**src/rtl/pwr_ctl_pkg.sv**
```systemverilog
package pwr_ctl_pkg;
  localparam int NUM_CTRL = 3;
  localparam int BIT_CORE = 0;
  localparam int BIT_SRAM = 1;
  localparam int BIT_OSC  = 2;
  typedef logic [NUM_CTRL-1:0] ctrl_t;
  localparam ctrl_t CTRL_ALL_ON = '1;
endpackage

```
**src/rtl/pwr_pin_sync.sv**
```systemverilog
module pwr_pin_sync #(
  parameter int N      = 3,
  parameter int STAGES = 2
) (
  input  logic         clk,
  input  logic         rst,
  input  logic [N-1:0] pin_n,
  output logic [N-1:0] pin_n_sync
);
  genvar g;
  generate
    for (g = 0; g < N; g++) begin : g_pin
      logic [STAGES-1:0] chain;
      always_ff @(posedge clk) begin
        if (rst) chain <= '1;
        else     chain <= {chain[STAGES-2:0], pin_n[g]};
      end
      assign pin_n_sync[g] = chain[STAGES-1];
    end
  endgenerate
endmodule

```
**src/rtl/pwr_wake_detect.sv**
```systemverilog
module pwr_wake_detect #(
  parameter int N = 3
) (
  input  logic         rst,
  input  logic         por_wake,
  input  logic         rtc_alarm,
  input  logic [N-1:0] eint_raw_n,
  input  logic [N-1:0] eint_sync_n,
  input  logic         deep,
  output logic         wake_async,
  output logic         wake_sync
);
  logic raw_low, sync_low;
  assign raw_low  = ~&eint_raw_n;
  assign sync_low = ~&eint_sync_n;
  // Without a core clock, a pin level must act directly
  assign wake_async = por_wake | rtc_alarm | (deep & raw_low);
  assign wake_sync  = rst | sync_low;
endmodule

```
**src/rtl/pwr_ctl_bits.sv**
```systemverilog
module pwr_ctl_bits
  import pwr_ctl_pkg::*;
(
  input  logic  clk,
  input  logic  rst,
  input  logic  wake_async,
  input  logic  wake_sync,
  input  logic  wr_en,
  input  ctrl_t wr_bits,
  output ctrl_t ctrl
);
  always_ff @(posedge clk or posedge wake_async) begin
    if (wake_async)     ctrl <= CTRL_ALL_ON;
    else if (wake_sync) ctrl <= CTRL_ALL_ON;
    else if (wr_en)     ctrl <= wr_bits;
  end

  AST_WRITE_TAKES: assert property (@(posedge clk) disable iff (rst)
    (wr_en && !wake_sync && !wake_async) |=> (ctrl == $past(wr_bits)));
  AST_WAKE_WINS: assert property (@(posedge clk) disable iff (rst)
    wake_sync |=> (ctrl == CTRL_ALL_ON));
endmodule

```
**src/rtl/pwr_ctl_reg.sv**
```systemverilog
module pwr_ctl_reg
  import pwr_ctl_pkg::*;
#(
  parameter int             ADDR_W      = 8,
  parameter int             DATA_W      = 32,
  parameter logic [ADDR_W-1:0] REG_ADDR = 8'h40,
  parameter int             NUM_EINT    = 3,
  parameter int             SYNC_STAGES = 2
) (
  input  logic                clk,
  input  logic                rst,
  input  logic [ADDR_W-1:0]   bus_addr,
  input  logic                bus_we,
  input  logic [DATA_W-1:0]   bus_wdata,
  output logic [DATA_W-1:0]   bus_rdata,
  input  logic [NUM_EINT-1:0] eint_n,
  input  logic                rtc_alarm,
  input  logic                por_wake,
  output logic                core_pwr_en,
  output logic                sram_pwr_en,
  output logic                osc_en,
  output logic                in_deep_pd
);
  localparam int PAD_W = DATA_W - NUM_CTRL;

  ctrl_t               ctrl;
  logic [NUM_EINT-1:0] eint_sync_n;
  logic                wake_async, wake_sync, hit, wr_hit;

  assign hit    = (bus_addr == REG_ADDR);
  assign wr_hit = bus_we & hit;

  pwr_pin_sync #(.N(NUM_EINT), .STAGES(SYNC_STAGES)) u_sync (
    .clk(clk), .rst(rst), .pin_n(eint_n), .pin_n_sync(eint_sync_n)
  );

  pwr_wake_detect #(.N(NUM_EINT)) u_wake (
    .rst(rst), .por_wake(por_wake), .rtc_alarm(rtc_alarm),
    .eint_raw_n(eint_n), .eint_sync_n(eint_sync_n),
    .deep(~ctrl[BIT_CORE]), .wake_async(wake_async), .wake_sync(wake_sync)
  );

  pwr_ctl_bits u_bits (
    .clk(clk), .rst(rst), .wake_async(wake_async), .wake_sync(wake_sync),
    .wr_en(wr_hit), .wr_bits(bus_wdata[NUM_CTRL-1:0]), .ctrl(ctrl)
  );

  always_ff @(posedge clk) begin
    if (rst)      bus_rdata <= '0;
    else if (hit) bus_rdata <= {{PAD_W{1'b0}}, ctrl};
    else          bus_rdata <= '0;
  end

  assign core_pwr_en = ctrl[BIT_CORE];
  assign sram_pwr_en = ctrl[BIT_CORE] | ctrl[BIT_SRAM];
  assign osc_en      = ctrl[BIT_OSC];
  assign in_deep_pd  = ~ctrl[BIT_CORE];

  AST_CORE_OFF_BY_WRITE: assert property (@(posedge clk) disable iff (rst)
    $fell(core_pwr_en) |-> $past(wr_hit));
  AST_WAKE_ALL_ON: assert property (@(posedge clk) disable iff (rst)
    ($rose(core_pwr_en) && !$past(wr_hit)) |-> (osc_en && sram_pwr_en));
  AST_SRAM_DROP_DEEP: assert property (@(posedge clk) disable iff (rst)
    $fell(sram_pwr_en) |-> in_deep_pd);
endmodule

```
**config.mk**
```make
export PLATFORM = sky130hd
export DESIGN_NAME = pwr_ctl_reg
export DESIGN_NICKNAME = d
export VERILOG_FILES = /design/src/rtl/pwr_ctl_pkg.sv /design/src/rtl/pwr_pin_sync.sv /design/src/rtl/pwr_wake_detect.sv /design/src/rtl/pwr_ctl_bits.sv /design/src/rtl/pwr_ctl_reg.sv
export SDC_FILE = /design/constraint.sdc
export NUM_CORES = 1
export LEC_CHECK = 0
export BUFFER_PORTS_ARGS = -buffer_cell sky130_fd_sc_hd__buf_2
export CAP_MARGIN = 0
export CORE_AREA = 2 2 53 55
export CTS_CLUSTER_SIZE = 25
export DETAILED_ROUTE_END_ITERATION = 8
export DIE_AREA = 0 0 55 57
export GPL_TIMING_DRIVEN = 0
export PLACE_DENSITY = 0.71
export SLEW_MARGIN = 20
export SYNTH_ARGS = -nofsm -noshare
export SYNTH_HDL_FRONTEND = slang
export SYNTH_HIERARCHICAL = 1
export SYNTH_SLANG_ARGS = --single-unit
export TNS_END_PERCENT = 10
```
**constraint.sdc**
```tcl
create_clock -name clk -period 0.8 [get_ports clk]
set_input_delay 0.08 -clock clk [delete_from_list [all_inputs] [get_ports clk]]
set_output_delay 0.08 -clock clk [all_outputs]
set_load 0.005 [all_outputs]
```
==> reports/metrics.yaml <==
area_growth_pct: 53.85
seqPwrFrac_pct: 46.7
ioPinCount: 84
grt_usage_pct: 8.564
cts_root_buf: "clkbuf_4"
synth_ff_type: "dfxtp_1"
globalRouteOverflowTotal: 0
clk_pin_slew_worst_paths_ps: 70
diodes: 0
report.power.total_mw: 1.322
grt_max_degree: 11
power_density_nw_per_um2: 1258
worstSetupPathType: "in -> reg"
grt_pass1_wl_mm: 1.863
num_vias: 549
routedWlPerCell_um: 7.215
cts_tree: "built"
fin_util_pct: 40.19
avgSynthCellArea_um2: 9.622
regArea_um2: 259.0
ys_seq_area_share_pct: 37.91
routabilityCongestion: 0.7415
cap_viol_max_count: 0
firstDrtPassIters: 3
hp-class: "in -> reg"
synth_adder_area_share_pct: 0
cts.path.max_buffers: 2
outcome: "finished, violations left"
worstPathRequired_ps: 1000
wirelength_mm: 1.176
synthesis.area_um2: 683.2
cp.arrival_ps: 1320
period_minus_slack_ps: 1123
leakagePower_nw: 0.5884
die_area_um2: 3135
setup_ws_ps: -323.1
grt_pass1_vias: 467
power_frac_comb_pct: 17.8
ys_warn_count: 6
fill_cells: 277
synth_area_leader_cell: "buf_4"
io_buffers: 25
synth_top_family_by_area: "buffers and inverters"
synth_cells: 71
fmax_mhz: 890.4
postRouteAntennaNets: 0
synth_xor_area_share_pct: 0
rrSetupSlack_ps: -140
internal-power_mw: 1.037
drv_slew: 0
async_flop_share_pct: 25.00
end_kind: "register"
violations: "negative setup slack"
clk_latency_ps: 270
cts_sinks: 12
finClkSkew_ps: 2.132
synth-compound-area-share_pct: 5.128
final_layout_size_suffix_gt1_share_pct: 56.82
die_height_um: 57
p_sw_share_pct: 21.53
cts_buffers: 3
antenna_found_initial: 0
muxShareOfSynthArea_pct: 0
num_rows: 19
die_w_um: 55
fp.coreArea_um2: 2615
vdd_ir_drop_max_mv: 0.7326
initial_core_util_pct: 26.12
cp-start-kind: "input pin"
synth-seq-cells: 12
whs_ps: 8.662
crit_fanout: 5
yosys.area_share.simple_pct: 19.05
drc: 0
rsz0062_at_grt: "true"
hold_viol: 0
synth_edf_count: 0
synth_cell_types: 16
switchingPower_uw: 284.5
yosysTopAreaCellShare_pct: 35.16
clockPowerShare_pct: 35.4
synth.area.top_cells: "buf_4 (35%), dfxtp_1 (26%), dfstp_2 (12%)"
period_share_pct: 140.4
viasPerCell: 3.368
multi_input_area_um2: 297.8
drt_iter0_drc: 1
setup_violations: 13
htreeDepth: 1
nets: 181
-- sequential cells by signal (all words and copies together) (netlist names) --
name and count:
u_bits/ctrl 3, bus_rdata 3, u_sync/g_pin.chain 6
-- synth_stat cells (2+ instances only) --
cell type  number
inv_1           4
nor4_1          2
dfstp_2         3
dfxtp_1         9
or2_1           6
a211o_1         4
nor2b_1         3
buf_4          32
-- critical path: stages --
cell and delay, ps:
buf_2 100, or4b_4 570, nor3_4 270, nor2b_1 80
a211o_1 230
-- cell usage in the layout (no fill, tap or decap) --
cell	count
inv_1	2
nor3_4	1
a211o_1	4
or2_4	1
buf_2	24
dfstp_2	3
or4_4	1
or2_1	6
conb_1	29
or4b_4	1
dlygate4sd3_1	1
clkbuf_4	3
dfxtp_1	9
nor2b_1	3
nand4b_1	1
nor4b_2	1
clkbuf_8	1
nor4_2	1
buf_4	35
inv_2	2
nand3_1	1
nor4_1	1
buf_6	1
-- per-layer routing --
layer	vias up	routed length, um	GRT usage (%)
li1	293	-	-
met1	223	379	8.278
met2	29	642	13.78
met3	4	125	3.927
met4	0	28	6.272
met5	-	0	0
-- final timing paths --
kind                                                           from  depth (start not counted)                                  end
worst max-delay path                                    bus_addr[2]                          5           u_bits/ctrl[2]$_DFFE_PP1P_
worst min-delay path                                      eint_n[0]                          2  u_sync/g_pin[0].chain[0]$_SDFF_PP1_
worst max register to register  u_sync/g_pin[1].chain[1]$_SDFF_PP1_                          3           u_bits/ctrl[2]$_DFFE_PP1P_
worst min register to register  u_sync/g_pin[1].chain[0]$_SDFF_PP1_                          1  u_sync/g_pin[1].chain[1]$_SDFF_PP1_
max in group asynchronous                u_bits/ctrl[0]$_DFFE_PP1P_                          3           u_bits/ctrl[1]$_DFFE_PP1P_
min in group asynchronous                                  por_wake                          3           u_bits/ctrl[2]$_DFFE_PP1P_
-- cell type report --
cell class	count	area share, %
Sequential cell	12	24.64
Clock buffer	4	3.452
Timing Repair Buffer	29	15.60
Inverter	4	1.429
Buffer	32	22.86
Multi-Input combinational cell	51	28.33
Tap cell	31	3.690
-- power groups by stage --
stage                     registers (mW)  logic, mW  clock network (mW)
after floorplan                    0.630      0.170                   0
after global placement             0.630      0.222                   0
after detailed placement           0.631      0.226                   0
after CTS                          0.618      0.232               0.485
after global routing               0.619      0.262               0.523
final                              0.618      0.236               0.468
-- kinds of logic (layout without fill, tap and decap cells) --
kind of cell | count (synthesis) | in the layout
compound gates | 4 | 4
buf+inv | 36 | 69
flops | 12 | 12
other cells | 1 | 29
simple gates | 18 | 18
-- repair_timing --
action | in CTS | in global routing
endpoints found under the setup margin | 13 | 14
pin swaps | 5 | 1
hold endpoints to repair | 1 | 0
gates resized for setup | 5 | 0
hold buffers | 1 | 0
buffers inserted | 3 | 0
-- through the flow --
step,std cells,setup WS (ps),TNS [ps],instance area (um2)
after floorplan,99,-449.4,-1798,803.3
after global placement,155,-597.1,-2912,967.2
after detailed placement,155,-635.9,-3110,967.2
after CTS,163,-326.1,-2358,1051
after global routing,163,-367.8,-2850,1051
final,163,-323.1,-2289,1051
Power figures use the tool's default switching activity.
